**src/rtl/cpq_pkg.sv**
```systemverilog
package cpq_pkg;

  // Width of an occupancy counter able to hold 0..depth (at least one bit).
  function automatic int cnt_w(input int depth);
    if (depth < 1) return 1;
    return $clog2(depth + 1);
  endfunction

  // Occupancy after one cycle, given the accepted operations.
  function automatic int next_occupancy(input int occ, input bit push_ok, input bit pop_ok);
    return occ + (push_ok ? 1 : 0) - (pop_ok ? 1 : 0);
  endfunction

endpackage

```
**src/rtl/cpq_ctrl.sv**
```systemverilog
module cpq_ctrl #(
  parameter int DEPTH = 4,
  parameter int CW    = cpq_pkg::cnt_w(DEPTH)
) (
  input  logic          clk,
  input  logic          rst_n,
  input  logic          push_i,
  input  logic          pop_i,
  output logic          push_ok,
  output logic          pop_ok,
  output logic [CW-1:0] after_pop,
  output logic [CW-1:0] count_q,
  output logic          full,
  output logic          empty
);
  localparam logic [CW-1:0] LIMIT = CW'(DEPTH);

  logic [CW-1:0] count_d;

  assign empty     = (count_q == '0);
  assign full      = (count_q == LIMIT);
  assign pop_ok    = pop_i && !empty;
  assign push_ok   = push_i && (!full || pop_ok);
  assign after_pop = count_q - CW'(pop_ok);
  assign count_d   = CW'(cpq_pkg::next_occupancy(int'(count_q), push_ok, pop_ok));

  always_ff @(posedge clk) begin
    if (!rst_n) count_q <= '0;
    else        count_q <= count_d;
  end

  // occupancy never passes the depth
  a_r6_bound: assert property (@(posedge clk) disable iff (!rst_n)
    count_q <= LIMIT);

  // occupancy moves by at most one per cycle
  a_r6_step: assert property (@(posedge clk) disable iff (!rst_n)
    ##1 ((count_q == $past(count_q)) || (count_q == $past(count_q) + CW'(1)) ||
         (count_q + CW'(1) == $past(count_q))));

  // push into a full queue without pop leaves the occupancy alone
  a_r3_drop: assert property (@(posedge clk) disable iff (!rst_n)
    (push_i && !pop_i && full) |=> (count_q == LIMIT));

  // push with pop on a full queue keeps it full
  a_r4_swap: assert property (@(posedge clk) disable iff (!rst_n)
    (push_i && pop_i && full) |=> full);

endmodule

```
**src/rtl/cpq_slot.sv**
```systemverilog
module cpq_slot #(
  parameter int W = 4
) (
  input  logic         clk,
  input  logic         rst_n,
  input  logic         keep,
  input  logic         load_new,
  input  logic         shift_en,
  input  logic [W-1:0] new_data,
  input  logic [W-1:0] shift_in,
  output logic [W-1:0] q
);
  logic [W-1:0] d;

  always_comb begin
    if (!keep)         d = '0;
    else if (load_new) d = new_data;
    else if (shift_en) d = shift_in;
    else               d = q;
  end

  always_ff @(posedge clk) begin
    if (!rst_n) q <= '0;
    else        q <= d;
  end
endmodule

```
**src/rtl/canon_ptr_queue.sv**
```systemverilog
module canon_ptr_queue #(
  parameter int W     = 4,
  parameter int DEPTH = 4,
  localparam int CW   = cpq_pkg::cnt_w(DEPTH)
) (
  input  logic          clk,
  input  logic          rst_n,
  input  logic          push_i,
  input  logic [W-1:0]  push_data_i,
  input  logic          pop_i,
  output logic [W-1:0]  pop_data_o,
  output logic [CW-1:0] count_o,
  output logic          full_o,
  output logic          empty_o
);

  generate
    if (DEPTH == 0) begin : g_null
      logic unused_inputs;
      assign unused_inputs = ^{push_i, push_data_i, pop_i};
      assign pop_data_o = '0;
      assign count_o    = '0;
      assign full_o     = 1'b1;
      assign empty_o    = 1'b1;

      // a null queue always reads full and empty
      a_r8_null: assert property (@(posedge clk) disable iff (!rst_n)
        full_o && empty_o && (pop_data_o == '0));
    end else begin : g_live
      logic          push_ok, pop_ok, full, empty;
      logic [CW-1:0] after_pop, count_q, count_next;
      logic [W-1:0]  slot_q [DEPTH];
      logic [W-1:0]  data_q;

      cpq_ctrl #(.DEPTH(DEPTH), .CW(CW)) u_ctrl (
        .clk(clk), .rst_n(rst_n), .push_i(push_i), .pop_i(pop_i),
        .push_ok(push_ok), .pop_ok(pop_ok), .after_pop(after_pop),
        .count_q(count_q), .full(full), .empty(empty)
      );

      assign count_next = after_pop + CW'(push_ok);

      for (genvar g = 0; g < DEPTH; g++) begin : g_slot
        logic [W-1:0] nxt;
        if (g == DEPTH - 1) begin : g_tail
          assign nxt = '0;
        end else begin : g_mid
          assign nxt = slot_q[g+1];
        end

        cpq_slot #(.W(W)) u_slot (
          .clk(clk), .rst_n(rst_n),
          .keep(CW'(g) < count_next),
          .load_new(push_ok && (CW'(g) == after_pop)),
          .shift_en(pop_ok),
          .new_data(push_data_i),
          .shift_in(nxt),
          .q(slot_q[g])
        );

        // empty positions hold zero, so the state is canonical
        a_r7_canon: assert property (@(posedge clk) disable iff (!rst_n)
          (CW'(g) >= count_q) |-> (slot_q[g] == '0));
      end

      always_ff @(posedge clk) begin
        if (!rst_n)      data_q <= '0;
        else if (pop_ok) data_q <= slot_q[0];
      end

      assign pop_data_o = data_q;
      assign count_o    = count_q;
      assign full_o     = full;
      assign empty_o    = empty;

      // a pop on an empty queue leaves the output untouched
      a_r5_hold: assert property (@(posedge clk) disable iff (!rst_n)
        (pop_i && empty_o) |=> $stable(pop_data_o));
    end
  endgenerate

endmodule

```
**config.mk**
```make
export PLATFORM = sky130hd
export DESIGN_NAME = canon_ptr_queue
export DESIGN_NICKNAME = d
export VERILOG_FILES = /design/src/rtl/cpq_pkg.sv /design/src/rtl/cpq_ctrl.sv /design/src/rtl/cpq_slot.sv /design/src/rtl/canon_ptr_queue.sv
export SDC_FILE = /design/constraint.sdc
export NUM_CORES = 1
export LEC_CHECK = 0
export ABC_AREA = 1
export BUFFER_PORTS_ARGS = -buffer_cell sky130_fd_sc_hd__buf_2
export CORE_AREA = 5 5 60 62
export CTS_CLUSTER_DIAMETER = 60
export CTS_CLUSTER_SIZE = 24
export DETAILED_ROUTE_END_ITERATION = 10
export DIE_AREA = 0 0 65 67
export PLACE_DENSITY_LB_ADDON = 0.1
export REMOVE_ABC_BUFFERS = 1
export SLEW_MARGIN = 20
export SYNTH_ARGS = -nofsm -noshare
export SYNTH_HDL_FRONTEND = slang
export SYNTH_SLANG_ARGS = --single-unit
```
**constraint.sdc**
```tcl
create_clock -name clk -period 4.9 [get_ports clk]
set_input_delay 0.49 -clock clk [delete_from_list [all_inputs] [get_ports clk]]
set_output_delay 0.49 -clock clk [all_outputs]
set_load 0.01 [all_outputs]
```
* After elaboration in Yosys (flattened, before gate mapping) *
Cells that the tools add are included.

storage, ports and cells
  flip-flop bits (word level) = 23
  input bits = 8
  word-level logic and storage cells = 47

operators by class
  $lt $le $gt $ge = 4
  multiplexer cells = 10
  equal/unequal tests = 4
  reductions and logical operators = 19
  add/subtract/negate cells = 4

operator list
  kind                                                        count
  two-way mux 4 bit                                           8
  AND reduction 2 bit                                         4
  nonzero test 2 bit                                          4
  == test 2 x 3 -> 1 bit (first input constant)               2
  logical AND 1 bit                                           6
  zero test 3 bit                                             2
  less-than comparator 1 x 3 -> 1 bit (first input constant)  2
  less-than comparator 2 x 3 -> 1 bit (first input constant)  2
  adder 3 x 1 -> 3 bit                                        1
  adder 3 bit                                                 1
  == test 1 x 3 -> 1 bit (first input constant)               1
  == test 3 bit (second input constant)                       1
  subtractor 3 x 1 -> 3 bit                                   1
  subtractor 3 bit                                            1
  zero test 1 bit                                             2
  two-way mux 1 bit                                           2
  logical OR 1 bit                                            1

* Longest topological paths before layout *
  word-level depth = 8
  gate-level depth with buffers = 14
  mapped depth without buffers = 14

* Hierarchy *
Synthesis repeated with hierarchy kept, for this count alone.

second synthesis, totals
  cells, all modules = 200
  area total of the unflattened synthesis = 1282.5 µm²

by module, submodules not included
  module           times used  cells an instance  area an instance (µm²)
  cpq_slot         4           32                 195.2
  canon_ptr_queue  1           40                 264.0
  cpq_ctrl         1           32                 237.7

* Worst setup path before layout *
No wires, ideal clock.

  path type = reg-to-reg
  start = reg g_live.u_ctrl.count_q[2]
  end = reg g_live.g_slot[2].u_slot.q[1]
  cell stages (with the launch flop) = 15
  setup time = 0.119 ns
  slack = 2.756 ns
  arrival = 2.025 ns
  cell sequence = dfxtp_1 -> inv_1 -> nand2_1 -> nand2_1 -> inv_1 -> ha_1 -> inv_1 -> ha_1 -> ha_1 -> inv_1 -> nand2_1 -> nand2_1 -> o21ai_0 -> nand2_1 -> a21oi_1

between the ends
  longest elaborated chain between the ends = 8

ends and longest elaborated chain
  item                                                               RTL line        source
  start, declared                                                    cpq_ctrl.sv:12  output logic [CW-1:0] count_q,
  start signal, assigned                                             cpq_ctrl.sv:29  else count_q <= count_d;
  zero test 3 bit *                                                  cpq_ctrl.sv:20  assign empty = (count_q == '0);
  zero test 1 bit *                                                  cpq_ctrl.sv:22  assign pop_ok = pop_i && !empty;
  logical AND 1 bit *                                                cpq_ctrl.sv:22
  net g_live.g_slot[0].u_slot.shift_en                               cpq_slot.sv:8   input logic shift_en,
  branches (longest 5 deep; another with subtractor 3 x 1 -> 3 bit)  n/a
  end signal, assigned                                               cpq_slot.sv:23  if (!rst_n) q <= '0;
  end signal, assigned                                               cpq_slot.sv:24  else q <= d;
  end, declared                                                      cpq_slot.sv:11  output logic [W-1:0] q

Mark *: on every way through the listed nets, which the timed path passes.
A chain may end at the register's enable or synchronous reset.

* Worst setup path after layout *
  start = reg g_live.u_ctrl.count_q[0]
  end = reg g_live.g_slot[1].u_slot.q[0]

between the ends
  longest elaborated chain between the ends = 8

ends and longest elaborated chain
  item                                                               RTL line
  zero test 3 bit *                                                  cpq_ctrl.sv:20
  zero test 1 bit *                                                  cpq_ctrl.sv:22
  logical AND 1 bit *                                                cpq_ctrl.sv:22
  net g_live.g_slot[0].u_slot.shift_en                               cpq_slot.sv:8
  branches (longest 5 deep; another with subtractor 3 x 1 -> 3 bit)  n/a
  end signal, assigned                                               cpq_slot.sv:23
  end signal, assigned                                               cpq_slot.sv:24
  end, declared                                                      cpq_slot.sv:11

Marks and branches as above.

==> impl_metrics.py <==
metrics = {
    "detailed_routing": {
        "drc": 0,
        "drt-total-wl_um": 2940,
        "antenna_left": 0,
        "num_vias": 1275,
        "wl_per_cell_um": 12.2,
        "drtPass1Iterations": 4,
        "vias_per_cell": 5.29,
        "first_iter_violations": 59,
    },
    "run": {
        "drv_cap": 0,
    },
    "yosys": {
        "postSynth.asyncResetShare": 0,
        "syn_area_um2": 1310,
        "ys_warn_count": 0,
        "yosys_register_bits": 23,
        "synth_edf_count": 0,
        "synth-seq-area-share": 0.352,
        "syn_area_per_cell_um2": 6.73,
        "synth_cell_types": 21,
        "ys.flop_type": "dfxtp_1",
        "syn_inst": 194,
    },
    "clock_tree": {
        "cts_resized": 0,
        "cts_buffer_depth": 2,
        "clk_pin_slew_ns": 0.14,
        "cts_hold_buf": 0,
        "post-cts-setup-buffers": 0,
        "clock-sinks": 23,
        "cts_tree": "yes",
        "root_buffer": "clkbuf_4",
        "cts_buffers": 3,
        "h-tree-depth": 1,
        "clkLatencyLatePin_ns": 0.33,
    },
    "global_route": {
        "grt_util_all_layers": 0.154,
        "grt_pass1_vias": 1232,
        "grt_pass1_wl_um": 5180,
        "antenna_found_initial": 0,
        "grt_max_degree": 22,
        "grt-ovfl-total": 0,
    },
    "outcome": {
        "status": "finished clean",
    },
    "timing": {
        "whs_ns": 0.407,
        "fmax_mhz": 314,
        "fin_crit_sh": 0.649,
        "skew_ns": 0.0111,
        "min_period_ns": 3.18,
        "rsz0062_at_grt": "false",
        "setup_tns_ns": 0,
        "relSlewSlack": 0.574,
        "setup_viol": 0,
        "max_slew.worst_pin.slew_ns": 0.638,
        "finalHoldViolCount": 0,
        "slew_viol_final": 0,
    },
    "floorplan": {
        "die_height_um": 67,
        "row_count": 20,
        "ios": 17,
        "core_um2": 2980,
        "die-area_um2": 4360,
        "die_x_um": 65,
        "start_util": 0.439,
    },
    "critical_path": {
        "regToRegSetupSlack_ns": 1.72,
        "cp.arrival_ns": 3.40,
        "crit_path_end_kind": "flop",
        "r2r_end": "g_live.g_slot[1].u_slot.q[0]$_SDFFE_PN0P_",
        "reg2reg_from": "g_live.u_ctrl.count_q[0]$_SDFF_PN0_",
        "start_kind": "flop",
        "required_ns": 5.12,
        "critPathKind": "flop to flop",
        "crit_fanout": 21,
        "rr_worst_depth": 13,
    },
    "final_layout": {
        "layout-drive-gt1-share": 0.125,
        "finalNonFillerCells": 241,
        "area_growth_pct": 8.33,
        "fin_util": 0.475,
        "fin_area_um2": 1420,
        "antennaDiodeCount": 0,
        "fin_nets": 224,
        "nFillCells": 326,
    },
    "placed_design": {
        "dpl_cell_area_um2": 1390,
        "dp_hpwl_um": 2330,
        "placed_cells": 237,
        "io_buffers": 16,
        "gp_congestion": 0.786,
    },
    "power_and_ir_drop": {
        "p_leak_uw": 0.000612,
        "ir_drop_uv": 157,
        "p_per_area_nw_per_um2": 600,
    },
    "hold_path": {
        "min_path_cells": 3,
        "hold_class": "primary input to flop",
        "min-delay-start": "push_data_i[0]",
        "whs_endpoint": "g_live.g_slot[3].u_slot.q[0]$_SDFFE_PN0P_",
    },
}
## cells in the final DEF, fill, tap and decap left out, drive strengths merged, types with 3 or more instances in the layout
| cell | Yosys | routed |
|---|---|---|
| a21oi | 17 | 17 |
| buf | 5 | 16 |
| clkbuf | 1 | 3 |
| dfxtp | 23 | 23 |
| ha | 6 | 6 |
| inv | 22 | 22 |
| nand2 | 48 | 48 |
| nand3 | 33 | 33 |
| nand4 | 4 | 4 |
| nor2 | 16 | 16 |
| o21ai | 17 | 17 |
## layout make-up
class	count	area (µm²)	share of cell area
Clock buffer	3	22.5	0.0159
Timing Repair Buffer	16	80.1	0.0566
Multi-Input combinational cell	143	723	0.511
Tap cell	33	41.3	0.0292
Clock inverter	1	5.00	0.00354
Sequential cell	23	460	0.325
Inverter	22	82.6	0.0584
## critical path, cell delays in order, from the launching register on
cell	delay, ns
dfxtp_1	0.35
nor2_1	0.18
nand2_1	0.30
nand2_1	0.59
inv_1	0.21
ha_1	0.26
inv_1	0.11
ha_1	0.30
nor2_1	0.17
nand2_1	0.14
nor2_1	0.24
nand2_1	0.08
nand2_1	0.07
a21oi_1	0.07
## power breakdown
group / switching, µW / internal (µW) / leakage (µW)
Sequential: 29.2 / 237 / 0.000187
Combinational: 334 / 157 / 0.000407
Clock: 61.5 / 30.6 / 0.0000177
## state kept, by name, indices dropped and copies added (netlist names)
register	flops
g_live.g_slot.u_slot.q	16
pop_data_o	4
g_live.u_ctrl.count_q	3
## how the worst max path moves through the flow
stage / depth (start not counted) / end / slack [ns] / start
after floorplan: 10 / g_live.u_ctrl.count_q[2]$_SDFF_PN0_ / 2.22 / g_live.u_ctrl.count_q[0]$_SDFF_PN0_
after global placement: 13 / g_live.g_slot[1].u_slot.q[3]$_SDFFE_PN0P_ / 1.83 / g_live.u_ctrl.count_q[0]$_SDFF_PN0_
after detailed placement: 13 / g_live.g_slot[0].u_slot.q[0]$_SDFFE_PN0P_ / 1.77 / g_live.u_ctrl.count_q[0]$_SDFF_PN0_
after CTS: 13 / g_live.g_slot[0].u_slot.q[0]$_SDFFE_PN0P_ / 1.74 / g_live.u_ctrl.count_q[0]$_SDFF_PN0_
after global routing: 13 / g_live.g_slot[1].u_slot.q[0]$_SDFFE_PN0P_ / 1.33 / g_live.u_ctrl.count_q[1]$_SDFF_PN0_
final: 13 / g_live.g_slot[1].u_slot.q[0]$_SDFFE_PN0P_ / 1.72 / g_live.u_ctrl.count_q[0]$_SDFF_PN0_
## cell usage after synthesis (2+ instances only)
cell | instances | area (µm²)
buf_2 | 2 | 10.0
ha_1 | 6 | 75.1
buf_4 | 2 | 15.0
o21ai_0 | 12 | 60.1
nand3_1 | 32 | 160
o21ai_1 | 5 | 25.0
inv_2 | 2 | 7.51
nor2_1 | 16 | 60.1
a21oi_1 | 16 | 80.1
dfxtp_1 | 23 | 460
nand2_1 | 46 | 173
inv_1 | 20 | 75.1
nand4_1 | 4 | 25.0
## through the flow
step / power, µW / setup WS, ns
4_1_cts: 854 / 1.74
3_5_place_dp: 762 / 1.77
3_3_place_gp: 754 / 1.83
2_1_floorplan: 632 / 2.22
6_report: 849 / 1.72
5_1_grt: 946 / 1.33
## metal layers
layer	up-vias	GRT usage	routed length [µm]
met5	-	0	0
met2	33	0.266	1430
li1	664	-	-
met4	0	0.0712	34
met1	574	0.181	1340
met3	4	0.0320	134
## kinds of logic after synthesis
logic type,share of synthesized area
fa+ha+maj,0.0728
compound gates,0.133
flops,0.352
buf+inv,0.0939
simple gates,0.348
Power figures use the tool's default switching activity.
